<file path="src/rtl/be_lane_unit.sv">
module be_lane_unit #(
  parameter int DISP_W = 16
) (
  input  logic              clk,
  input  logic              rst_n,
  input  logic              req_valid,
  input  logic              req_store,
  input  logic [1:0]        req_size,
  input  logic              unsigned_ld,
  input  logic [31:0]       base,
  input  logic [DISP_W-1:0] disp,
  input  logic [31:0]       st_data,
  output logic [31:0]       mem_addr,
  output logic              mem_re,
  output logic [3:0]        mem_be,
  output logic [31:0]       mem_wdata,
  input  logic [31:0]       mem_rdata,
  output logic              misalign,
  output logic              ld_valid,
  output logic [31:0]       ld_data
);
  localparam logic [1:0] SZ_B = 2'b00;
  localparam logic [1:0] SZ_H = 2'b01;

  logic [31:0] ea;
  logic [1:0]  off;
  logic        bad;
  logic [3:0]  be_raw;

  assign ea  = base + {{(32-DISP_W){disp[DISP_W-1]}}, disp};
  assign off = ea[1:0];
  assign bad = (req_size == SZ_H) ? off[0] :
               (req_size == SZ_B) ? 1'b0 : (off != 2'b00);

  assign mem_addr = {ea[31:2], 2'b00};
  assign misalign = req_valid & bad;
  assign mem_re   = req_valid & ~req_store & ~bad;

  always_comb begin
    case (req_size)
      SZ_B:    be_raw = 4'b1000 >> off;
      SZ_H:    be_raw = off[1] ? 4'b0011 : 4'b1100;
      default: be_raw = 4'b1111;
    endcase
  end
  assign mem_be = (req_valid & req_store & ~bad) ? be_raw : 4'b0000;

  always_comb begin
    case (req_size)
      SZ_B:    mem_wdata = {4{st_data[7:0]}};
      SZ_H:    mem_wdata = {2{st_data[15:0]}};
      default: mem_wdata = st_data;
    endcase
  end

  logic       q_valid, q_uns, q_bad;
  logic [1:0] q_size, q_off;

  always_ff @(posedge clk or negedge rst_n) begin
    if (!rst_n) begin
      q_valid <= 1'b0;
      q_uns   <= 1'b0;
      q_bad   <= 1'b0;
      q_size  <= 2'b00;
      q_off   <= 2'b00;
    end else begin
      q_valid <= req_valid & ~req_store;
      if (req_valid & ~req_store) begin
        q_uns  <= unsigned_ld;
        q_bad  <= bad;
        q_size <= req_size;
        q_off  <= off;
      end
    end
  end

  logic [7:0]  sel_b;
  logic [15:0] sel_h;

  always_comb begin
    case (q_off)
      2'd0:    sel_b = mem_rdata[31:24];
      2'd1:    sel_b = mem_rdata[23:16];
      2'd2:    sel_b = mem_rdata[15:8];
      default: sel_b = mem_rdata[7:0];
    endcase
    sel_h = q_off[1] ? mem_rdata[15:0] : mem_rdata[31:16];
  end

  always_comb begin
    if (q_bad)
      ld_data = 32'h0;
    else begin
      case (q_size)
        SZ_B:    ld_data = {{24{~q_uns & sel_b[7]}}, sel_b};
        SZ_H:    ld_data = {{16{~q_uns & sel_h[15]}}, sel_h};
        default: ld_data = mem_rdata;
      endcase
    end
  end
  assign ld_valid = q_valid;

  p_mis_blocks_mem_r3: assert property (@(posedge clk) disable iff (!rst_n)
    misalign |-> (mem_be == 4'b0000 && !mem_re));

  p_mis_load_zero_r3: assert property (@(posedge clk) disable iff (!rst_n)
    (req_valid && !req_store && misalign) |=> (ld_valid && ld_data == 32'h0));

  p_be_shape_r4: assert property (@(posedge clk) disable iff (!rst_n)
    (req_valid && req_store) |-> ($countones(mem_be) == 0 || $countones(mem_be) == 1 ||
                                  $countones(mem_be) == 2 || $countones(mem_be) == 4));

  p_word_full_r4: assert property (@(posedge clk) disable iff (!rst_n)
    (req_valid && req_store && req_size == 2'b10 && !misalign) |-> mem_be == 4'b1111);

  p_load_returns_r6: assert property (@(posedge clk) disable iff (!rst_n)
    (req_valid && !req_store) |=> ld_valid);

  p_no_spurious_r6: assert property (@(posedge clk) disable iff (!rst_n)
    !(req_valid && !req_store) |=> !ld_valid);

  p_word_pass_r6: assert property (@(posedge clk) disable iff (!rst_n)
    (req_valid && !req_store && req_size == 2'b10 && !misalign) |=> ld_data == mem_rdata);

  p_zero_fill_r8: assert property (@(posedge clk) disable iff (!rst_n)
    (req_valid && !req_store && unsigned_ld && req_size == SZ_B) |=> ld_data[31:8] == 24'h0);

  p_idle_quiet_r9: assert property (@(posedge clk) disable iff (!rst_n)
    !req_valid |-> (mem_be == 4'b0000 && !mem_re && !misalign));
endmodule

</file>
<file path="config.mk">
export PLATFORM = sky130hd
export DESIGN_NAME = be_lane_unit
export DESIGN_NICKNAME = d
export VERILOG_FILES = /design/src/rtl/be_lane_unit.sv
export SDC_FILE = /design/constraint.sdc
export NUM_CORES = 1
export LEC_CHECK = 0
export ABC_AREA = 1
export ABC_CLOCK_PERIOD_IN_PS = 1700
export BUFFER_PORTS_ARGS = -buffer_cell sky130_fd_sc_hd__buf_2
export CAP_MARGIN = 5
export CORE_MARGIN = 5
export CORE_UTILIZATION = 43
export DETAILED_ROUTE_END_ITERATION = 6
export HOLD_SLACK_MARGIN = 0.15
export PLACE_DENSITY = 0.8
export SKIP_LAST_GASP = 1
export SYNTH_ARGS = -nofsm -noshare
export SYNTH_HDL_FRONTEND = slang
export SYNTH_SLANG_ARGS = --single-unit
</file>
<file path="constraint.sdc">
create_clock -name clk -period 1.7 [get_ports clk]
set_clock_uncertainty 0.2 [all_clocks]
set_input_delay 0.17 -clock clk [delete_from_list [all_inputs] [get_ports clk]]
set_output_delay 0.17 -clock clk [all_outputs]
set_load 0.005 [all_outputs]
</file>
* After elaboration in Yosys (flattened, before gate mapping)
Index checks and enable logic that the tools add are counted.
Word-level totals: flip-flop bits (word level) 7, output and inout port bits 103, word-level logic and storage cells 35
Cells by class: add/sub/neg operators 1, equality and inequality tests 4, shift-type cells 1, multiplexer cells 10, bitwise operators 10, reduce and logical (&&, ||, !) cells 4
Operators with widths (count):
- 32-bit one-hot mux with 2 select lines | 2
- 32-bit adder | 1
- 32-bit two-way mux | 1
- 8-bit one-hot mux with 3 select lines | 1
- 16-bit two-way mux | 1
- 4-bit two-way mux | 2
- 4-bit one-hot mux with 2 select lines | 1
- 1-bit AND | 7
- 2-bit by 1-bit == test with 1-bit output, second input constant | 3
- 2-bit logical NOT | 3
- 4-bit by 2-bit right shift with 4-bit output, first input constant | 1
- 1-bit inverter | 3
- 2-bit == test, second input constant | 1
- 1-bit two-way mux | 2
- 2-bit nonzero test | 1

* Logic depth before layout (Yosys ltp)
depth in word-level cells 7, mapped depth 13, mapped depth without buffers 12

* Worst setup path before layout
OpenSTA, ideal clock, no wires.
path kind input port to output port, start point input base[0], end point output mem_addr[28], arrival time 1.495 ns, required time 1.330 ns, path slack -0.165 ns, stages 12, cells stage by stage ha_1 > inv_1 > fa_1 > inv_1 > nand3_1 > nand3_1 > nand3_1 > nand3_1 > nand2_1 > nand3_1 > nand2_1 > buf_4
Between the ends: longest elaborated chain between the ends 1
RTL lines:
- from (decl) | RTL line 10 | input logic [31:0] base,
- 32-bit adder | RTL line 30 | assign ea = base + {{(32-DISP_W){disp[DISP_W-1]}}, disp};
- to (decl) | RTL line 13 | output logic [31:0] mem_addr,
Every way passes these cells.

* Worst setup path in the final report
start point input base[13], end point output mem_addr[24]
The elaborated chain is that of the path after synthesis.

==> Flow_metrics.wiki <==
{| class="wikitable"
! Metric !! Value
|-
| Run status || finished, violations left
|-
| Failing checks || negative setup slack
|-
| Kind of critical path || in -> out
|-
| Max frequency || 487.3 MHz
|-
| Slew at the pin with the worst max-slew slack || 695.2 ps
|-
| Switching part of the total || 50.48%
|-
| GRT met1 Usage || 35.79%
|-
| Standard cell core area || 9284 sq um
|-
| Clock period minus final worst setup slack || 2052 ps
|-
| Top-level port count || 222
|-
| Cell family with most CP delay || simple AND/OR/NAND/NOR gates
|-
| Cell-internal power || 1.800 mW
|-
| Maximum number of pins on one net before global-route repair || 24
|-
| Tightest slew margin relative to the limit || 53.48%
|-
| DRC viols || 0
|-
| Number of max-cap violations || 0
|-
| Post-synth EDFFs || 0
|-
| Buffer cell driving the clock tree root || sky130_fd_sc_hd__clkbuf_8
|-
| GR Util All Layers || 30.10%
|-
| Width of the die || 107.9 microns
|-
| Main synth FF type || sky130_fd_sc_hd__dfrtp_1
|-
| CP max stage delay || 330 ps
|-
| Number of nets in the layout || 1244
|-
| Crit path buf inv count || 3
|-
| Floorplan die area || 11640 sq um
|-
| Clock-pin slew reported for the worst setup and hold paths after clock tree synthesis || 40 ps
|-
| First-pass GRT wire length || 28.57 mm
|-
| Combinational cell fraction of total power || 87.5%
|-
| Register cell area after layout || 177.7 sq um
|-
| Number of vias per cell after detailed routing || 5.305
|-
| Final setup fails || 67
|-
| Sum of overflow across all layers after global routing || 0
|-
| Initial antenna violation count || 0
|-
| Highest net fanout along the worst path || 4
|-
| Cell taking the most area after synthesis || sky130_fd_sc_hd__nand2_1
|-
| Share of cells above drive strength 1 || 50.64%
|-
| CP Cell Sequence || buf_2 -> ha_4 -> nand2_1 -> nor2_2 -> buf_4 -> nand2_1 -> nor2_2 -> nand2_2 -> nand3_2 -> nand2_1 -> nand2_1 -> buf_2
|-
| Via total after detailed routing || 6477
|-
| Post-synthesis cell type count || 32
|-
| Post-synthesis to final-layout area growth || 77.11%
|-
| Antenna diodes || 0
|-
| Area share of the largest cell type after synthesis || 31.51%
|-
| Syn Area/Cell || 5.002 sq um
|-
| Classification of the worst-slack hold path || in -> reg
|-
| Number of buffers on the longest clock path || 2
|-
| Clock group share of total power || 6.5%
|-
| Most used routing layer || met2
|-
| End-of-flow core utilization || 78.63%
|-
| Unrepaired setup endpoints after global routing || true
|-
| Final-report max-slew violation count || 0
|-
| Die Span Y || 107.9 microns
|-
| Gp weighted congestion || 0.9786
|-
| Hold violation count in the final report || 0
|-
| Arrival time of data at the critical path endpoint || 1680 ps
|-
| Number of placement rows || 35
|-
| Number of buffers inserted during clock tree synthesis || 3
|-
| Most common cell after layout, fill and taps aside || sky130_fd_sc_hd__nand2_1
|-
| Top cells by area, synth || sky130_fd_sc_hd__nand2_1, sky130_fd_sc_hd__inv_1, sky130_fd_sc_hd__ha_1
|-
| Leakage power || 4.224 nW
|-
| Net load switching power || 1.835 mW
|-
| Critical Path End Type || primary output
|-
| Remaining number of nets flagged by the antenna check after routing || 0
|-
| Final WS setup || -352.0 ps
|-
| Kind of start point of the critical path || primary input
|-
| Synth Register Bits || 7
|-
| Hold Slack || 255.4 ps
|-
| Worst-path cell with the longest stage delay || sky130_fd_sc_hd__ha_4
|-
| H-Tree Depth || 1
|-
| Total Wirelength || 20.90 mm
|-
| Most used cells in the layout excluding fill and tap cells || sky130_fd_sc_hd__nand2_1, sky130_fd_sc_hd__buf_2, sky130_fd_sc_hd__inv_1
|-
| Clock tree from TritonCTS || yes
|-
| Fraction of met2 tracks used by global routing || 54.71%
|-
| Port bufs || 219
|-
| Total iterations of the first detailed-routing run || 6
|-
| Required time at the worst-slack endpoint || 1330 ps
|-
| Post-Syn Instances || 824
|-
| TritonCTS Sinks || 7
|-
| Met3 GRT Util || 4.139%
|-
| Sequential cell area fraction in the yosys report || 4.250%
|-
| Share of async-settable or async-resettable flops after synthesis || 100.0%
|-
| Clock latency on the worst-skew pair || 230 ps
|-
| Count of routing violations after the opening detailed-route iteration || 644
|-
| Sequential share of power || 6.0%
|-
| Crit path top cell by count || sky130_fd_sc_hd__nand2_1
|-
| Cell area after synthesis || 4121 sq um
|-
| Setup tns final || -17560 ps
|-
| Maximum vdd drop || 258.5 uV
|-
| Fill cells || 660
|-
| Sum of net half-perimeters after detailed placement || 13.15 mm
|-
| Starting Density || 44.39%
|-
| Multi-input combinational cell area || 4155 sq um
|-
| Final cycle utilization of the critical path || 120.7%
|-
| PwrDens || 498.0 nW/um^2
|-
| Number of global-route vias before repair || 5859
|-
| Average routed wire per standard cell || 17.12 microns
|-
| Synthesis warning total || 0
|}
-- stage by stage --
step / setup WS [ps] / cell area [sq um] / power [mW] / cells
floorplan: -40.08 / 4215 / 1.674 / 825
global placement: -361.4 / 5619 / 2.453 / 1185
detailed placement: -387.2 / 5619 / 2.474 / 1185
CTS: -316.6 / 6872 / 3.202 / 1212
global route: -447.4 / 7300 / 3.869 / 1221
finish: -352.0 / 7300 / 3.635 / 1221
-- cells by family after synthesis --
family / count (synthesis) / synth area share, %
and+or+nand+nor: 482 / 48.24
buffers and inverters: 198 / 22.77
AOI/OAI and AO/OA: 89 / 11.57
adders and majority gates: 32 / 9.897
xor gates and xnor gates: 15 / 3.188
DFF: 7 / 4.250
other: 1 / 0.09099
-- layer usage --
metal	wire, microns	share of wire, %
met2	10300	49
met3	1892	9.1
met4	1217	5.8
met5	0	0
met1	7492	36
-- final timing paths --
kind	startpoint	endpoint	slack, ps	cells after the start
max	base[13]	mem_addr[24]	-350	12
min	req_store	q_bad	260	4
max reg2reg	q_off[1]	q_off[1]	420	5
min reg2reg	q_off[0]	q_off[0]	450	3
max in group asynchronous	rst_n	q_off[1]	310	3
min in group asynchronous	rst_n	q_uns	740	3
-- cells in the mapped netlist (2+ instances only) --
cell type and number:
sky130_fd_sc_hd__nand3_1 38, sky130_fd_sc_hd__nor3_1 3, sky130_fd_sc_hd__nor2_4 10, sky130_fd_sc_hd__nand2_1 346, sky130_fd_sc_hd__clkbuf_1 9, sky130_fd_sc_hd__buf_6 2
sky130_fd_sc_hd__xor2_1 12, sky130_fd_sc_hd__xnor2_1 3, sky130_fd_sc_hd__nand2_2 6, sky130_fd_sc_hd__ha_1 31, sky130_fd_sc_hd__nand3_2 2, sky130_fd_sc_hd__inv_1 141
sky130_fd_sc_hd__dfrtp_1 7, sky130_fd_sc_hd__o21ai_0 34, sky130_fd_sc_hd__o21bai_1 3, sky130_fd_sc_hd__buf_2 2, sky130_fd_sc_hd__nand2_4 2, sky130_fd_sc_hd__buf_4 41
sky130_fd_sc_hd__nor2_2 2, sky130_fd_sc_hd__a21oi_1 48, sky130_fd_sc_hd__nor2_1 71
-- flip-flops by register name, indices dropped and copies added (netlist names) --
register	flops
ld_valid	1
q_off	2
q_bad	1
q_size	2
q_uns	1
-- power groups by stage --
stage | Combinational (mW) | Clock [mW] | Sequential [mW]
finish | 3.18 | 0.236 | 0.217
global route | 3.41 | 0.242 | 0.221
CTS | 2.75 | 0.236 | 0.215
detailed placement | 2.26 | 0 | 0.216
global placement | 2.24 | 0 | 0.216
floorplan | 1.47 | 0 | 0.200
-- worst register-to-register path, delay by kind of cell (launching register included) --
family | cells | cell delay (ps)
DFF | 1 | 450
AOI/OAI and AO/OA | 1 | 140
buffers and inverters | 4 | 410
-- area by class of cell --
cell class	instances	area share, %
Clock buffer	4	0.6171
Inverter	143	7.525
Multi-Input combinational cell	620	56.92
Sequential cell	7	2.434
Tap cell	129	2.211
Timing Repair Buffer	318	30.29
-- repair_timing --
item / 4_1_cts / 5_1_grt
endpoints found under the setup margin: 66 / 67
setup buffers: 19 / 10
resized for setup: 212 / 100
hold endpoints to repair: 10 / 0
pin swaps: 106 / 50
gates cloned: 2 / 1
hold buffers: 5 / 0
No activity file was read; power rests on OpenSTA's default activity.
